$ cat src/rtl/sfi_pkg.sv
package sfi_pkg;
    localparam int unsigned SFI_FRAME_BITS = 24;

    // saturating count of whole words seen in one strobe-low period
    typedef logic [1:0] word_cnt_t;

    function automatic logic frame_accept(input logic aligned,
                                          input word_cnt_t words,
                                          input logic chain);
        return aligned && (words != 2'd0) && (chain || (words == 2'd1));
    endfunction
endpackage

$ cat src/rtl/sfi_sync.sv
module sfi_sync #(
    parameter int unsigned W = 1,
    parameter logic [W-1:0] RST_VAL = '0
) (
    input  logic         clk,
    input  logic         rst_n,
    input  logic [W-1:0] d_i,
    output logic [W-1:0] q_o
);
    typedef struct packed {
        logic [W-1:0] meta;
        logic [W-1:0] stab;
    } sync_t;

    sync_t s_d, s_q;

    always_comb begin
        s_d.meta = d_i;
        s_d.stab = s_q.meta;
    end

    always_ff @(posedge clk or negedge rst_n) begin
        if (!rst_n) s_q <= '{meta: RST_VAL, stab: RST_VAL};
        else        s_q <= s_d;
    end

    assign q_o = s_q.stab;
endmodule

$ cat src/rtl/sfi_edge.sv
module sfi_edge (
    input  logic clk,
    input  logic rst_n,
    input  logic sclk_s_i,
    input  logic frame_s_i,
    output logic sclk_rise_o,
    output logic sclk_fall_o,
    output logic frm_start_o,
    output logic frm_end_o
);
    typedef struct packed {
        logic sclk;
        logic frame;
    } prev_t;

    prev_t p_d, p_q;

    always_comb begin
        p_d.sclk  = sclk_s_i;
        p_d.frame = frame_s_i;
    end

    always_ff @(posedge clk or negedge rst_n) begin
        if (!rst_n) p_q <= '{sclk: 1'b1, frame: 1'b1};
        else        p_q <= p_d;
    end

    assign sclk_rise_o = !p_q.sclk && sclk_s_i;
    assign sclk_fall_o = p_q.sclk && !sclk_s_i;
    assign frm_start_o = p_q.frame && !frame_s_i;
    assign frm_end_o   = !p_q.frame && frame_s_i;
endmodule

$ cat src/rtl/sfi_shifter.sv
module sfi_shifter #(
    parameter int unsigned FRAME_BITS = 24
) (
    input  logic                  clk,
    input  logic                  rst_n,
    input  logic                  active_i,
    input  logic                  sclk_rise_i,
    input  logic                  sclk_fall_i,
    input  logic                  frm_start_i,
    input  logic                  sdin_s_i,
    input  logic                  rd_vld_i,
    input  logic [FRAME_BITS-1:0] rd_data_i,
    output logic [FRAME_BITS-1:0] shreg_o,
    output logic                  sdo_o
);
    localparam int unsigned MSB = FRAME_BITS - 1;

    typedef struct packed {
        logic [FRAME_BITS-1:0] shreg;
        logic                  sdo;
    } shf_t;

    shf_t s_d, s_q;

    always_comb begin
        s_d = s_q;
        if (frm_start_i) begin
            s_d.shreg = rd_vld_i ? rd_data_i : s_q.shreg;
            s_d.sdo   = s_d.shreg[MSB];
        end else if (active_i) begin
            if (sclk_fall_i) s_d.shreg = {s_q.shreg[MSB-1:0], sdin_s_i};
            if (sclk_rise_i) s_d.sdo   = s_q.shreg[MSB];
        end
    end

    always_ff @(posedge clk or negedge rst_n) begin
        if (!rst_n) s_q <= '0;
        else        s_q <= s_d;
    end

    assign shreg_o = s_q.shreg;
    assign sdo_o   = s_q.sdo;
endmodule

$ cat src/rtl/sfi_frame_ctl.sv
module sfi_frame_ctl
    import sfi_pkg::*;
#(
    parameter int unsigned FRAME_BITS = 24
) (
    input  logic                  clk,
    input  logic                  rst_n,
    input  logic                  active_i,
    input  logic                  sclk_fall_i,
    input  logic                  frm_start_i,
    input  logic                  frm_end_i,
    input  logic                  chain_i,
    input  logic [FRAME_BITS-1:0] shreg_i,
    output logic [FRAME_BITS-1:0] word_o,
    output logic                  word_vld_o,
    output logic                  frame_err_o
);
    localparam int unsigned CW   = $clog2(FRAME_BITS);
    localparam logic [CW-1:0] LAST = CW'(FRAME_BITS - 1);

    typedef struct packed {
        logic [CW-1:0]         bit_idx;
        word_cnt_t             words;
        logic [FRAME_BITS-1:0] word;
        logic                  vld;
        logic                  err;
    } ctl_t;

    ctl_t c_d, c_q;

    always_comb begin
        c_d     = c_q;
        c_d.vld = 1'b0;
        c_d.err = 1'b0;
        if (frm_start_i) begin
            c_d.bit_idx = '0;
            c_d.words   = '0;
        end else if (frm_end_i) begin
            if (frame_accept(c_q.bit_idx == '0, c_q.words, chain_i)) begin
                c_d.vld  = 1'b1;
                c_d.word = shreg_i;
            end else begin
                c_d.err  = 1'b1;
            end
            c_d.bit_idx = '0;
            c_d.words   = '0;
        end else if (active_i && sclk_fall_i) begin
            if (c_q.bit_idx == LAST) begin
                c_d.bit_idx = '0;
                if (c_q.words != 2'd3) c_d.words = c_q.words + 2'd1;
            end else begin
                c_d.bit_idx = c_q.bit_idx + 1'b1;
            end
        end
    end

    always_ff @(posedge clk or negedge rst_n) begin
        if (!rst_n) c_q <= '0;
        else        c_q <= c_d;
    end

    assign word_o      = c_q.word;
    assign word_vld_o  = c_q.vld;
    assign frame_err_o = c_q.err;
endmodule

$ cat src/rtl/serial_frame_port.sv
module serial_frame_port
    import sfi_pkg::*;
#(
    parameter int unsigned FRAME_BITS = SFI_FRAME_BITS
) (
    input  logic                  clk,
    input  logic                  rst_n,
    input  logic                  sclk_i,
    input  logic                  frame_n_i,
    input  logic                  sdin_i,
    input  logic                  chain_en_i,
    input  logic                  rd_vld_i,
    input  logic [FRAME_BITS-1:0] rd_data_i,
    output logic [FRAME_BITS-1:0] word_o,
    output logic                  word_vld_o,
    output logic                  frame_err_o,
    output logic                  sdo_o,
    output logic                  sdo_oe_o
);
    logic [2:0]            pins_s;
    logic                  sclk_rise, sclk_fall, frm_start, frm_end, active;
    logic [FRAME_BITS-1:0] shreg;

    // order {data, strobe, clock}; strobe and clock idle high
    sfi_sync #(.W(3), .RST_VAL(3'b011)) u_sync (
        .clk   (clk),
        .rst_n (rst_n),
        .d_i   ({sdin_i, frame_n_i, sclk_i}),
        .q_o   (pins_s)
    );

    sfi_edge u_edge (
        .clk         (clk),
        .rst_n       (rst_n),
        .sclk_s_i    (pins_s[0]),
        .frame_s_i   (pins_s[1]),
        .sclk_rise_o (sclk_rise),
        .sclk_fall_o (sclk_fall),
        .frm_start_o (frm_start),
        .frm_end_o   (frm_end)
    );

    assign active = !pins_s[1];

    sfi_shifter #(.FRAME_BITS(FRAME_BITS)) u_shf (
        .clk         (clk),
        .rst_n       (rst_n),
        .active_i    (active),
        .sclk_rise_i (sclk_rise),
        .sclk_fall_i (sclk_fall),
        .frm_start_i (frm_start),
        .sdin_s_i    (pins_s[2]),
        .rd_vld_i    (rd_vld_i),
        .rd_data_i   (rd_data_i),
        .shreg_o     (shreg),
        .sdo_o       (sdo_o)
    );

    sfi_frame_ctl #(.FRAME_BITS(FRAME_BITS)) u_ctl (
        .clk         (clk),
        .rst_n       (rst_n),
        .active_i    (active),
        .sclk_fall_i (sclk_fall),
        .frm_start_i (frm_start),
        .frm_end_i   (frm_end),
        .chain_i     (chain_en_i),
        .shreg_i     (shreg),
        .word_o      (word_o),
        .word_vld_o  (word_vld_o),
        .frame_err_o (frame_err_o)
    );

    assign sdo_oe_o = active;
endmodule

$ cat config.mk
export PLATFORM = sky130hd
export DESIGN_NAME = serial_frame_port
export DESIGN_NICKNAME = d
export VERILOG_FILES = /design/src/rtl/sfi_pkg.sv /design/src/rtl/sfi_sync.sv /design/src/rtl/sfi_edge.sv /design/src/rtl/sfi_shifter.sv /design/src/rtl/sfi_frame_ctl.sv /design/src/rtl/serial_frame_port.sv
export SDC_FILE = /design/constraint.sdc
export NUM_CORES = 1
export LEC_CHECK = 0
export CAP_MARGIN = 25
export CORE_MARGIN = 4
export CORE_UTILIZATION = 47
export CTS_CLUSTER_DIAMETER = 50
export DETAILED_ROUTE_END_ITERATION = 16
export GPL_TIMING_DRIVEN = 0
export PLACE_DENSITY = 0.88
export SETUP_SLACK_MARGIN = 0.15
export SLEW_MARGIN = 40
export SYNTH_ARGS = -nofsm -noshare
export SYNTH_HDL_FRONTEND = slang
export SYNTH_SLANG_ARGS = --single-unit
$ cat constraint.sdc
create_clock -name clk -period 2.1 [get_ports clk]
set_clock_uncertainty 0.15 [all_clocks]
set_input_delay 0.525 -clock clk [delete_from_list [all_inputs] [get_ports clk]]
set_output_delay 0.525 -clock clk [all_outputs]
set_load 0.02 [all_outputs]
Word level (Yosys, flattened, before mapping)
Index checks and enable logic that the tools add are counted.
- multiplexer cells: 15
- bitwise operators: 1
- $add $sub $neg: 2
- reduce and logical (&&, ||, !) cells: 24
- equal/unequal tests: 5
- operators with widths (cell ; number):
    two-way mux 25 bit ; 2
    two-way mux 24 bit ; 2
    two-way mux 7 bit ; 3
    AND reduction 3 bit ; 3
    nonzero test 3 bit ; 3
    two-way mux 2 bit ; 4
    logical AND 1 bit ; 7
    inequality test 2 bit (second input constant) ; 3
    nonzero test 2 bit ; 3
    adder 5 x 1 -> 5 bit (second input constant) ; 1
    == test 5 bit (second input constant) ; 1
    zero test 5 bit ; 1
    two-way mux 5 bit ; 1
    zero test 1 bit ; 4
    AND reduction 2 bit ; 2
    two-way mux 1 bit ; 3
    adder 2 x 1 -> 2 bit (second input constant) ; 1
    == test 2 x 1 -> 1 bit (second input constant) ; 1
    logical OR 1 bit ; 1
    NOT 1 bit ; 1
- register bits: 66
- output and inout port bits: 28
- bits of input ports: 31
- logic and storage cells: 59

Logic depth before layout (Yosys ltp)
- depth in word-level cells: 6
- depth in mapped cells: 7
- mapped depth without buffers: 6

Hierarchy
A second synthesis with hierarchy kept.
- cell total of the unflattened synthesis: 282
- area, all modules: 3285.7 µm²
- modules (own cells, without submodules) (module ; area an instance (µm²) ; cells an instance ; seq. area each (µm²) ; times used):
    sfi_frame_ctl ; 1591.5 ; 125 ; 825.8 ; 1
    sfi_shifter ; 1447.6 ; 144 ; 625.6 ; 1
    sfi_sync ; 155.1 ; 6 ; 155.1 ; 1
    sfi_edge ; 87.6 ; 6 ; 52.6 ; 1
    serial_frame_port ; 3.8 ; 1 ; 0.0 ; 1

Worst setup path before layout
Ideal clock, no wire load.
- path type: register to register
- start point: register u_ctl.c_q[30] (netlist name)
- end point: register u_ctl.c_q, in the netlist u_ctl.word_o[10]
- setup time: 0.125 ns
- required time: 1.825 ns
- path slack: 0.143 ns
- buffers on the path: 2
- data arrival time: 1.682 ns
- period minus slack after synthesis: 1.957 ns
- cell stages (with the launch flop): 6
- path through: dfrtp_1 buf_2 or3_4 nor3_4 buf_6 mux2_2
- word-level cells in the longest chain between the ends: 4
- RTL lines (item ; line ; text):
    from (decl) ; sfi_frame_ctl.sv:29 ; ctl_t c_d, c_q;
    from (signal assigned) ; sfi_frame_ctl.sv:58 ; if (!rst_n) c_q <= '0;
    from (signal assigned) ; sfi_frame_ctl.sv:59 ; else c_q <= c_d;
    zero test 5 bit ; sfi_frame_ctl.sv:39 ; if (frame_accept(c_q.bit_idx == '0, c_q.words, chain_i)) begin
    logical AND 1 bit (2 in a row) ; sfi_pkg.sv:10 ; return aligned && (words != 2'd0) && (chain || (words == 2'd1));
    AND reduction 3 bit (no line) ; n/a ;
No other way between the ends.
A chain may end at the register's enable or synchronous reset.

Final worst setup path
- start point: register u_ctl.c_q[26] (netlist name)
- end point: register u_ctl.c_q, in the netlist u_ctl.word_o[8]
- word-level cells in the longest chain between the ends: 4
- elaborated cells on any way between the ends: 6
- classes of those cells: 1 x eq/ne; 5 x reduce/logical
- RTL lines (item ; line):
    == test 2 x 1 -> 1 bit / nonzero test 2 bit (equally long branches) ; sfi_pkg.sv:10
    logical OR 1 bit / logical AND 1 bit (equally long branches) ; sfi_pkg.sv:10
    logical AND 1 bit (*) ; sfi_pkg.sv:10
    AND reduction 3 bit (no line) (*) ; n/a
Mark *: on every way between the ends. The rest lies on a longest branch, timed or not.

==> metrics.cfg <==
[finish]
multiInputGateArea_um2=1230
area_growth_pct=37.6
stdcell_area_um2=4240
fin_nets=409
diodes=0
drive_gt1_frac=0.296
utilization=0.668
final_common_cell=dfrtp_1
fillers=469
layout_common_cells=dfrtp_1, buf_4
seqCellArea_um2=1660

[synthesis]
synth_top_area_share=0.487
synthAdderAreaFrac=0.0203
netlist_top_cells_area=dfrtp_1, buf_4, mux2_2
synth_edf_count=0
yosys_warnings=0
syn_inst=291
synthFlopType=dfrtp_1
avgSynthCellArea_um2=10.6
synthSimpleGateAreaFrac=0.161
synth_compound_area_frac=0.0922
muxShareOfSynthArea=0.0877
synth_seq_cells=66
async_flop_share=1.00
synth_cell_types=41
yosysSeqAreaShare=0.538
syn_area_um2=3080
synthXorXnorAreaFrac=0.00284
synth_top_area_cell=dfrtp_1
synth_top_family_by_area=simple AND/OR/NAND/NOR gates
synth_fp_nets=327

[floorplan]
dieArea_um2=7920
num_rows=29
die_w_um=89.0
fp.coreArea_um2=6350
ios=59
initial_core_util=0.485
die_height_um=89.0

[sta]
tightestPinTransition_ns=0.466
setup_viol=0
rsz0062_at_grt=true
fin_crit_sh=0.927
fin_tns_setup_ns=0
drv_slew=0
fmax_ghz=0.514
hold_violations=0
relSlewSlack=0.689
period_minus_slack_ns=1.95

[clocking]
clk_latency_ns=0.35
clock_sinks=66
cts_max_level=3
cts_buffers=9
cts_tree=built
clock_path_buffers=2
clkTransAtPathRegs_ns=0.07
cts-root-buf=clkbuf_8

[run]
maxCapViolCount=0

[placement]
place.gp.congestion=0.864
place_area_um2=3770
port_buffers=57
dp_hpwl_um=4950

[setup_path]
critPathArrivalTime_ns=2.03
path_cells=inv_2 > ha_4 > inv_2 > o211ai_1 > nor3_4 > buf_6 > buf_6 > mux2_4
end_kind=flip-flop
cp_max_fo=6
critPathTopFamily=buffers and inverters
rr_startpoint=u_ctl.c_q[26]$_DFFE_PN0P_
worstSetupPathType=reg -> reg
crit_buf_inv=4
slowest_stage=dfrtp_2
startpoint=u_ctl.c_q[26]$_DFFE_PN0P_
cp-start-kind=flip-flop
required_ns=2.18
critPathMaxStageDelay_ns=0.43

[global_routing]
grt_overflow=0
antenna_found_initial=0
grt_usage=0.205
grt_max_degree=38
grt_pass1_vias=2492
grt_pass1_wl_um=12200

[power_and_ir_drop]
total_power_uw=4800
power.leakage_uw=0.00198
max-vdd-ir-drop_uv=771
powerDensity_nw_per_um2=1130

[route]
dr.pass1.iters=5
first_iter_violations=225
wire_per_inst_um=16.8
vias=2517
via_per_inst=5.53
drc_errors=0
ant_nets=0
wirelength_um=7660

[min_path]
holdCritPathClass=reg -> reg
hold_path.startpoint=u_sync.s_d[2]$_DFF_PN0_

[status]
status=complete, no violations

cells in the mapped netlist, drive strengths merged, types with 5 or more instances:
master / count
mux2: 24
o21ai: 6
nand2: 28
nand3: 28
clkbuf: 9
ha: 5
nor2: 28
dfstp: 6
a31oi: 24
dfrtp: 60
buf: 34
inv: 6
cell type report:
type	instances	area share
well taps	77	0.0227
clock inverters	6	0.0210
inverters	6	0.00531
flip-flops and latches	66	0.392
clock buffers	10	0.0325
multi-input cells	176	0.289
repair buffers	71	0.163
plain buffers	43	0.0744
final timing paths:
| path | to | slack [ns] | cells after the start |
|---|---|---|---|
| worst max register to register | u_ctl.word_o[8]$_DFFE_PN0P_ | 0.15 | 8 |
| worst min-delay path | u_sync.q_o[2]$_DFF_PN0_ | 0.20 | 0 |
| worst max-delay path | u_ctl.word_o[8]$_DFFE_PN0P_ | 0.15 | 8 |
| min in group asynchronous | u_shf.shreg_o[1]$_DFFE_PN0P_ | 0.50 | 2 |
| max in group asynchronous | u_edge.p_q[1]$_DFF_PN1_ | 0.72 | 3 |
| worst min register to register | u_sync.q_o[2]$_DFF_PN0_ | 0.20 | 0 |
routing by layer:
metal,up-vias,track usage,routed length [µm]
met5,-,0,0
met2,121,0.339,3870
met1,1226,0.260,3110
li1,1153,-,-
met3,17,0.0387,522
met4,0,0.103,158
per-stage QoR:
stage	setup WS [ns]	hold WS, ns	instances
after global placement	-1.73	0.184	425
after CTS	0.0215	0.206	450
after floorplan	0.178	0.0794	291
after global routing	0.101	0.210	455
after detailed placement	-0.391	0.189	426
final	0.153	0.202	455
flip-flops by register name, indices dropped and copies added, names as in the netlist:
| name | count |
|---|---|
| u_sync.q_o | 3 |
| u_sync.s_d | 3 |
| u_ctl.frame_err_o | 1 |
| u_ctl.word_vld_o | 1 |
| u_shf.shreg_o | 24 |
| u_ctl.c_q | 7 |
| u_shf.sdo_o | 1 |
| u_edge.p_q | 2 |
| u_ctl.word_o | 24 |
kinds of logic after synthesis:
family	count (synthesis)
simple gates	103
flops	66
fa+ha+maj	5
mux	24
buf+inv	49
compound gates	43
xor+xnor	1
worst register-to-register path, delay by kind of cell (launching register included):
kind / cells / cell delay [ns]
adders and majority gates: 1 / 0.15
muxes: 1 / 0.30
AOI/OAI and AO/OA: 1 / 0.14
buffers and inverters: 4 / 0.46
and+or+nand+nor: 1 / 0.22
DFF: 1 / 0.43
where the power goes:
part	leakage, µW	total (µW)	internal, µW	switching, µW
combinational	0.00110	1690	963	724
clock	0.000109	1210	702	509
sequential	0.000773	1900	1630	269
total	0.00198	4800	3300	1500
what timing repair did:
item                                    CTS  global route
hold buffers                              1             0
pin swaps                                 2             2
resized for setup                        60            28
gates cloned                              2             0
endpoints found under the setup margin   58            50
hold endpoints to repair                 25             0
buffers inserted                          5             5
Power figures use the tool's default switching activity.
